### src/rtl/sleepWakePkg.sv
package sleepWakePkg;

  typedef enum logic [2:0] {
    ST_RUN    = 3'd0,
    ST_SLEEP  = 3'd1,
    ST_SETTLE = 3'd2,
    ST_HOLD   = 3'd3,
    ST_RESUME = 3'd4
  } sleepState_e;

  typedef enum logic [1:0] {
    MD_IDLE  = 2'd0,
    MD_NOISE = 2'd1,
    MD_PDOWN = 2'd2
  } effMode_e;

  // control -> datapath
  typedef struct packed {
    logic loadSettle;
    logic loadHold;
    logic countDown;
    logic clrFilter;
    logic filtRun;
  } ctrlStrobes_t;

  // datapath -> control
  typedef struct packed {
    logic cntZero;
    logic filtWake;
  } dpStatus_t;

  // reserved code 11 folds onto Idle
  function automatic effMode_e decodeMode(input logic [1:0] code);
    case (code)
      2'b01:   return MD_NOISE;
      2'b10:   return MD_PDOWN;
      default: return MD_IDLE;
    endcase
  endfunction

endpackage

### src/rtl/sleepWakeDp.sv
module sleepWakeDp
  import sleepWakePkg::*;
#(
  parameter int DLY0         = 16,
  parameter int DLY1         = 256,
  parameter int DLY2         = 1024,
  parameter int DLY3         = 4096,
  parameter int HOLD_CYCLES  = 4,
  parameter int FILT_SAMPLES = 2
) (
  input  logic         clk,
  input  logic         rstN,
  input  ctrlStrobes_t strobes,
  input  logic [1:0]   startSel,
  input  logic         slowTick,
  input  logic         levelWake,
  output dpStatus_t    status
);

  localparam int MAX01 = (DLY0 > DLY1) ? DLY0 : DLY1;
  localparam int MAX23 = (DLY2 > DLY3) ? DLY2 : DLY3;
  localparam int MAXD  = (MAX01 > MAX23) ? MAX01 : MAX23;
  localparam int MAXC  = (MAXD > HOLD_CYCLES) ? MAXD : HOLD_CYCLES;
  localparam int CNT_W = $clog2(MAXC + 1);

  logic [CNT_W-1:0] cnt;
  logic [CNT_W-1:0] settleLoad;

  always_comb begin
    case (startSel)
      2'd0:    settleLoad = CNT_W'(DLY0 - 1);
      2'd1:    settleLoad = CNT_W'(DLY1 - 1);
      2'd2:    settleLoad = CNT_W'(DLY2 - 1);
      default: settleLoad = CNT_W'(DLY3 - 1);
    endcase
  end

  // one down-counter shared by the settle and hold phases
  always_ff @(posedge clk or negedge rstN) begin
    if (!rstN)                                cnt <= '0;
    else if (strobes.loadSettle)              cnt <= settleLoad;
    else if (strobes.loadHold)                cnt <= CNT_W'(HOLD_CYCLES - 1);
    else if (strobes.countDown && cnt != '0)  cnt <= cnt - 1'b1;
  end

  assign status.cntZero = (cnt == '0);

  // level wake filter: successive slow-clock samples must all be high
  logic [FILT_SAMPLES-1:0] samp;

  generate
    if (FILT_SAMPLES == 1) begin : gSingle
      always_ff @(posedge clk or negedge rstN) begin
        if (!rstN)                            samp <= '0;
        else if (strobes.clrFilter)           samp <= '0;
        else if (strobes.filtRun && slowTick) samp <= levelWake;
      end
    end else begin : gShift
      always_ff @(posedge clk or negedge rstN) begin
        if (!rstN)                            samp <= '0;
        else if (strobes.clrFilter)           samp <= '0;
        else if (strobes.filtRun && slowTick) samp <= {samp[FILT_SAMPLES-2:0], levelWake};
      end
    end
  endgenerate

  assign status.filtWake = &samp;

endmodule

### src/rtl/sleepWakeFsm.sv
module sleepWakeFsm
  import sleepWakePkg::*;
(
  input  logic         clk,
  input  logic         rstN,
  input  logic         sleepReq,
  input  logic         sleepEn,
  input  logic [1:0]   modeSel,
  input  logic         adcEnabled,
  input  logic         wakeOther,
  input  logic         wakeExtLevel,
  input  logic         wakePinChg,
  input  logic         wakeAdcDone,
  input  logic         wakeWdt,
  input  logic         wakeReset,
  input  dpStatus_t    status,
  output ctrlStrobes_t strobes,
  output logic         cpuClkEn,
  output logic         ioClkEn,
  output logic         adcClkEn,
  output logic         oscEn,
  output logic         adcStart,
  output logic         irqGo,
  output logic         resetGo
);

  sleepState_e state, nxt;
  effMode_e    mode;
  effMode_e    reqMode;
  logic        enter;
  logic        wakeNow;
  logic        inSleep;
  logic        adcStartQ;
  logic        resetGoQ;

  assign reqMode = decodeMode(modeSel);
  assign enter   = (state == ST_RUN) && sleepReq && sleepEn;
  assign inSleep = (state == ST_SLEEP) || (state == ST_SETTLE) || (state == ST_HOLD);

  // wake qualification by latched mode
  always_comb begin
    case (mode)
      MD_NOISE: wakeNow = wakeExtLevel | wakePinChg | wakeAdcDone | wakeWdt;
      MD_PDOWN: wakeNow = status.filtWake;
      default:  wakeNow = wakeOther | wakeExtLevel | wakePinChg | wakeAdcDone | wakeWdt;
    endcase
  end

  always_comb begin
    nxt     = state;
    strobes = '0;
    case (state)
      ST_RUN: begin
        if (enter) begin
          nxt               = ST_SLEEP;
          strobes.clrFilter = 1'b1;
        end
      end
      ST_SLEEP: begin
        strobes.filtRun = (mode == MD_PDOWN);
        if (wakeReset) begin
          nxt = ST_RUN;
        end else if (wakeNow) begin
          if (mode == MD_PDOWN) begin
            nxt                = ST_SETTLE;
            strobes.loadSettle = 1'b1;
          end else begin
            nxt              = ST_HOLD;
            strobes.loadHold = 1'b1;
          end
        end
      end
      ST_SETTLE: begin
        strobes.countDown = 1'b1;
        if (wakeReset) begin
          nxt = ST_RUN;
        end else if (status.cntZero) begin
          nxt              = ST_HOLD;
          strobes.loadHold = 1'b1;
        end
      end
      ST_HOLD: begin
        strobes.countDown = 1'b1;
        if (wakeReset)            nxt = ST_RUN;
        else if (status.cntZero)  nxt = ST_RESUME;
      end
      ST_RESUME: nxt = ST_RUN;
      default:   nxt = ST_RUN;
    endcase
  end

  always_ff @(posedge clk or negedge rstN) begin
    if (!rstN) begin
      state     <= ST_RUN;
      mode      <= MD_IDLE;
      adcStartQ <= 1'b0;
      resetGoQ  <= 1'b0;
    end else begin
      state     <= nxt;
      if (enter) mode <= reqMode;
      adcStartQ <= enter && adcEnabled && (reqMode != MD_PDOWN);
      resetGoQ  <= inSleep && wakeReset;
    end
  end

  // clock gating per state and latched mode
  always_comb begin
    cpuClkEn = 1'b1;
    ioClkEn  = 1'b1;
    adcClkEn = 1'b1;
    oscEn    = 1'b1;
    case (state)
      ST_SLEEP: begin
        cpuClkEn = 1'b0;
        ioClkEn  = (mode == MD_IDLE);
        adcClkEn = (mode != MD_PDOWN);
        oscEn    = (mode != MD_PDOWN);
      end
      ST_SETTLE: begin
        cpuClkEn = 1'b0;
        ioClkEn  = 1'b0;
        adcClkEn = 1'b0;
      end
      ST_HOLD: cpuClkEn = 1'b0;
      default: ;
    endcase
  end

  assign adcStart = adcStartQ;
  assign irqGo    = (state == ST_RESUME);
  assign resetGo  = resetGoQ;

endmodule

### src/rtl/sleepWakeCtrl.sv
module sleepWakeCtrl
  import sleepWakePkg::*;
#(
  parameter int DLY0         = 16,
  parameter int DLY1         = 256,
  parameter int DLY2         = 1024,
  parameter int DLY3         = 4096,
  parameter int HOLD_CYCLES  = 4,
  parameter int FILT_SAMPLES = 2
) (
  input  logic       clk,
  input  logic       rstN,
  input  logic       slowTick,
  input  logic       sleepReq,
  input  logic       sleepEn,
  input  logic [1:0] modeSel,
  input  logic [1:0] startSel,
  input  logic       adcEnabled,
  input  logic       wakeOther,
  input  logic       wakeExtLevel,
  input  logic       wakePinChg,
  input  logic       wakeAdcDone,
  input  logic       wakeWdt,
  input  logic       wakeReset,
  output logic       cpuClkEn,
  output logic       ioClkEn,
  output logic       adcClkEn,
  output logic       oscEn,
  output logic       adcStart,
  output logic       irqGo,
  output logic       resetGo
);

  ctrlStrobes_t strobes;
  dpStatus_t    status;

  sleepWakeFsm fsm_i (
    .clk(clk), .rstN(rstN),
    .sleepReq(sleepReq), .sleepEn(sleepEn), .modeSel(modeSel), .adcEnabled(adcEnabled),
    .wakeOther(wakeOther), .wakeExtLevel(wakeExtLevel), .wakePinChg(wakePinChg),
    .wakeAdcDone(wakeAdcDone), .wakeWdt(wakeWdt), .wakeReset(wakeReset),
    .status(status), .strobes(strobes),
    .cpuClkEn(cpuClkEn), .ioClkEn(ioClkEn), .adcClkEn(adcClkEn), .oscEn(oscEn),
    .adcStart(adcStart), .irqGo(irqGo), .resetGo(resetGo)
  );

  sleepWakeDp #(
    .DLY0(DLY0), .DLY1(DLY1), .DLY2(DLY2), .DLY3(DLY3),
    .HOLD_CYCLES(HOLD_CYCLES), .FILT_SAMPLES(FILT_SAMPLES)
  ) dp_i (
    .clk(clk), .rstN(rstN), .strobes(strobes), .startSel(startSel),
    .slowTick(slowTick), .levelWake(wakeExtLevel | wakePinChg), .status(status)
  );

endmodule

### config.mk
export PLATFORM = sky130hd
export DESIGN_NAME = sleepWakeCtrl
export DESIGN_NICKNAME = d
export VERILOG_FILES = /design/src/rtl/sleepWakePkg.sv /design/src/rtl/sleepWakeDp.sv /design/src/rtl/sleepWakeFsm.sv /design/src/rtl/sleepWakeCtrl.sv
export SDC_FILE = /design/constraint.sdc
export NUM_CORES = 1
export LEC_CHECK = 0
export ABC_CLOCK_PERIOD_IN_PS = 3700
export BUFFER_PORTS_ARGS = -buffer_cell sky130_fd_sc_hd__buf_2
export CELL_PAD_IN_SITES_DETAIL_PLACEMENT = 1
export CELL_PAD_IN_SITES_GLOBAL_PLACEMENT = 2
export CORE_MARGIN = 5
export CORE_UTILIZATION = 36
export CTS_CLUSTER_DIAMETER = 30
export DETAILED_ROUTE_END_ITERATION = 10
export PLACE_DENSITY = 0.82
export SLEW_MARGIN = 20
export SYNTH_ARGS = -nofsm -noshare
export SYNTH_HDL_FRONTEND = slang
export SYNTH_SLANG_ARGS = --single-unit
### constraint.sdc
create_clock -name clk -period 3.7 [get_ports clk]
set_input_delay 0.37 -clock clk [delete_from_list [all_inputs] [get_ports clk]]
set_output_delay 0.37 -clock clk [all_outputs]
set_load 0.03 [all_outputs]
== Word-level counts from Yosys, hierarchy flattened ==
Index checks and enable logic that the tools add are counted.
Storage, ports and cells
  register bits: 22
  logic and storage cells: 83
  bits of input ports: 16
  output and inout port bits: 7
Cells by class
  eq/ne operators: 16
  $add $sub $neg: 1
  bitwise gates (word level): 7
  reduce and logical (&&, ||, !) cells: 20
  muxes and demuxes: 33
Operators with widths (count)
  13-bit two-way mux: 3
  12-bit one-hot mux with 3 select lines: 1
  3-bit two-way mux: 7
  13-bit logical NOT: 1
  13-bit nonzero test: 1
  13-bit by 1-bit subtractor with 13-bit output (second input constant): 1
  1-bit two-way mux: 12
  3-bit one-hot mux with 4 select lines: 1
  3-bit by 2-bit != test with 1-bit output (second input constant): 3
  2-bit two-way mux: 4
  1-bit one-hot mux with 2 select lines: 4
  1-bit logical AND: 7
  1-bit OR: 7
  2-bit by 1-bit == test with 1-bit output (second input constant): 3
  2-bit == test (second input constant): 3
  3-bit by 2-bit == test with 1-bit output (second input constant): 2
  2-bit logical NOT: 2
  2-bit != test (second input constant): 2
  2-bit one-hot mux with 2 select lines: 1
  4-bit AND reduction: 1
  3-bit by 1-bit == test with 1-bit output (second input constant): 1
  3-bit == test (second input constant): 1
  3-bit logical NOT: 1
  3-bit nonzero test: 1
  6 further kinds: 7

== Depth between registers and ports, before layout ==
  depth after elaboration: 10
  mapped depth: 9
  depth with buffers taken out: 8

== Hierarchy ==
Synthesis repeated with hierarchy kept, for this count alone.
Unflattened totals
  cell total of the unflattened synthesis: 158
  area total of the unflattened synthesis: 1430.1 µm²
Modules (own cells, without submodules)
  sleepWakeDp: instances 1, cells an instance 97, sequential area each 375.4 µm², area an instance 895.9 µm²
  sleepWakeFsm: instances 1, cells an instance 60, sequential area each 175.2 µm², area an instance 528.0 µm²
  sleepWakeCtrl: instances 1, cells an instance 1, sequential area each 0.0 µm², area an instance 6.3 µm²

== Worst setup path after synthesis ==
Ideal clock, no wire load.
  path kind: input to register
  from: in wakePinChg
  to: reg dp_i.cnt[7]
  library setup time: 121 ps
  data required time: 3579 ps
  stages: 6
  data arrival time: 1766 ps
  slack: 1813 ps
  buffers on the path: 0
  cells stage by stage: or4_4 > a211oi_2 > or3b_1 > a21boi_4 > o21ba_1 > o22a_1
On the way
  word-level cells in the longest chain between the ends: 9
  elaborated cells on any way between the ends: 14
  those cells by class: 7 x mux; 6 x bitwise; 1 x reduce/logical
RTL lines
  start: declaration: RTL line sleepWakeCtrl.sv:21  | input logic wakePinChg,
  1-bit OR (on tied branches) (3 in a row): RTL line sleepWakeFsm.sv:45, sleepWakeFsm.sv:43
  1-bit one-hot mux with 2 select lines (*): RTL line sleepWakeFsm.sv:42  | case (mode)
  2-bit two-way mux (*): RTL line sleepWakeFsm.sv:63  | end else if (wakeNow) begin
  2-bit two-way mux (*): RTL line sleepWakeFsm.sv:61  | if (wakeReset) begin
  1-bit one-hot mux with 2 select lines: RTL line sleepWakeFsm.sv:52  | case (state)
  13-bit two-way mux: RTL line sleepWakeDp.sv:42  | else if (strobes.loadHold) cnt <= CNT_W'(HOLD_CYCLES - 1);
  13-bit two-way mux: RTL line sleepWakeDp.sv:41  | else if (strobes.loadSettle) cnt <= settleLoad;
  end signal: assignment: RTL line sleepWakeDp.sv:41
  end signal: assignment: RTL line sleepWakeDp.sv:42
  end signal: assignment: RTL line sleepWakeDp.sv:43  | else if (strobes.countDown && cnt != '0) cnt <= cnt - 1'b1;
  end: declaration: RTL line sleepWakeDp.sv:26  | logic [CNT_W-1:0] cnt;
Every way passes the cells marked *; elsewhere a longest branch is shown, timed or not.
A chain may end at the register's enable or synchronous reset.

== Worst setup path in the final report ==
  from: reg dp_i.cnt[3]
  to: reg dp_i.cnt[10]
On the way
  word-level cells in the longest chain between the ends: 6
  elaborated cells on any way between the ends: 11
  those cells by class: 1 x add/sub; 6 x mux; 4 x reduce/logical
RTL lines
  branches (longest 6 deep; another with 13-bit by 1-bit subtractor with 13-bit output)
Several ways; the timed one is not identified. The select of a mux whose other input is x is not followed.

==> metrics.txt <==
status finished, final reports clean; Top FF cell, synth dfrtp_1; Yosys top cell area share 39.68%; die width 72.09 µm; total die area 0.005196 mm²; number of synthesized flops with an enable pin 0; total power 0.001296 W; H-tree levels 1; worst slew pin tran 0.5421 ns; CTS buffer count 3; most frequent cells in the layout dfrtp_1 (22), buf_2 (22), nor2_1 (15), nand2_1 (15), a21oi_1 (12); core area ~0.0037 mm²; vias per cell 5.597; setup TNS 0 ns; Pre-Repair DR Iteration Count 4; post-cts resize count 0; asr flop ratio synth between 90% and 100%; Worst-Skew Late Latency 0.27 ns; Die Y-Extent roughly 72 µm; CP Max Fanout 12; root buffer cell clkbuf_8; crit start category flip-flop; DP Cell Count approximately 220; first-pass GRT wire length 6403 µm; cell taking the most area after synthesis dfrtp_1; CTS tree yes; Data required, critical path 3.85 ns; crit share post-route 59.04%; Initial Util 37.62%; Row Count 22; worst hold-check path type in2async; remaining antenna violation count 0; RSZ-0062 raised after global routing no; syn nets 174; layout cells sized above 1 between 20% and 30%; Overflow after GRT 0; Slew Limit Fails 0; DR WL/cell 15.93 µm; Placer Congestion 0.8029; Psw 0.0005821 W; antenna cells 0; register area share after synthesis 39.68%; top cells by area, synth dfrtp_1 (40%), o22a_1 (5.0%), a21oi_1 (4.3%); Internal Power 0.0007138 W; Bufs on Longest Clock Path 2; cell area power density a little over 800 mW/mm²; Worst setup EP type flip-flop; via count 1,265; Sw Share 44.92%; Syn Area/Cell 8.895 µm²; DR DRC count 0; share of power burned in registers ~34%; initial antenna violation count 0; synthesized flop and latch total 22; I/O Buffers 22; fmax ~460 MHz; number of post-CTS setup repair buffers 0; Final Non-Filler Cells 226; starting DRC count in detailed routing 40; Fin. Hold Viols 0; nets 197; leak pwr 0.7495 nW; WS Path Type reg2reg; clk sink count 22; clock power share 17.9%; final setup violation count 0; vias in the first global route around 1,400; Cell Area, Synth 0.001388 mm²; Routed Wire Length 3601 µm; GRT Resource Usage Total 15.13%; Area Growth Syn to Fin 15.15%; max_slew headroom 63.79%; Max-Cap Viols 0; I/O Pins 23; fin crit period 2.184 ns; Max VDD drop 0.0003044 V; Cell variety after synth 45; Final HPWL DP 2768 µm; CTS clk-pin slew, worst paths approximately 0.09 ns; synthesized netlist cell count 156; arrival time at the worst endpoint ~2.3 ns; combinational share of power 48.5%; clock skew between 0.006 and 0.007 ns; pin count of the biggest net entering global routing 23; hold buffer count at CTS 0; Yosys warning total 0
cell type report:
class | count | area [µm²]
Multi-Input combinational cell | 124 | 783.3
Fill cell | 478 | 2091
Timing Repair Buffer | 22 | 110.1
Tap cell | 48 | 60.06
Clock buffer | 3 | 41.29
Inverter | 6 | 22.52
Clock inverter | 1 | 30.03
Sequential cell | 22 | 550.5
cell usage after synthesis (2+ instances only):
library cell,n
nor2b_1,3
nor3_1,7
nand4_1,2
a21oi_1,12
o21ba_1,2
nor4b_2,2
nand2b_1,4
or2_2,2
nand3_1,6
nand2_1,15
a41oi_1,2
inv_1,6
ha_1,2
o21ai_0,9
and2_1,2
dfrtp_1,22
nor2_1,15
and3_1,2
a31oi_1,6
xnor2_1,2
buf_4,2
o22a_1,8
routing by layer:
layer	track usage (%)	vias up	part of all wire, %	wire, µm
li1	-	617	-	-
met3	2.493	5	3.4	121
met1	19.01	618	46	1670
met4	4.593	0	1.0	36
met2	26.39	25	49	1773
met5	0	-	0	0
power groups by stage:
stage / sequential, W / clock [W] / combinational, W
floorplan: 0.000411 / 0 / 0.000497
global placement: 0.000435 / 0 / 0.000608
detailed placement: 0.000442 / 0 / 0.000633
CTS: 0.000436 / 0.000236 / 0.000636
global route: 0.000454 / 0.000246 / 0.000707
finish: 0.000436 / 0.000231 / 0.000628
registers in the layout, summed over array words and instances (netlist names):
name / count
dp_i.cnt: 13
fsm_i.resetGo: 1
fsm_i.adcStart: 1
dp_i.samp: 2
fsm_i.mode: 2
fsm_i.state: 3
cells by family after synthesis:
| family | synth area share [%] |
|---|---|
| XOR/XNOR | 1.263 |
| buffers and inverters | 3.877 |
| adder cells (fa/ha/maj) | 1.803 |
| AO/OA/AOI/OAI | 24.08 |
| flip-flops | 39.68 |
| AND/OR/NAND/NOR | 29.31 |
worst max-delay path: stages, from the launching register on:
cell and delay [ns]:
dfrtp_1 0.41, nor3_2 0.41, and4_4 0.34, nand3_1 0.11, o21ai_2 0.47, a31oi_1 0.09, o22a_1 0.23
path summary, 6_finish.rpt:
| path | start | end | slack, ns | depth (start not counted) |
|---|---|---|---|---|
| max | dp_i.cnt[3] | dp_i.cnt[10] | 1.52 | 6 |
| min | rstN | fsm_i.mode[0] | 0.06 | 1 |
| max reg2reg | dp_i.cnt[3] | dp_i.cnt[10] | 1.52 | 6 |
| min reg2reg | dp_i.samp[1] | dp_i.samp[1] | 0.54 | 2 |
| max in group asynchronous | rstN | fsm_i.state[2] | 3.29 | 1 |
| min in group clk | adcEnabled | fsm_i.adcStart | 0.30 | 3 |
per-stage QoR:
stage / hold WS (ns) / worst slack (ns) / utilization, % / cell area [µm²]
3_3_place_gp: 0.3835 / 1.509 / 41.38 / 1526
5_1_grt: 0.09940 / 1.233 / 43.32 / 1598
3_5_place_dp: 0.3735 / 1.473 / 41.38 / 1526
6_report: 0.06229 / 1.516 / 43.32 / 1598
2_1_floorplan: 0.07441 / 1.813 / - / 1388
4_1_cts: 0.07684 / 1.494 / 43.32 / 1598
Power figures use the tool's default switching activity.
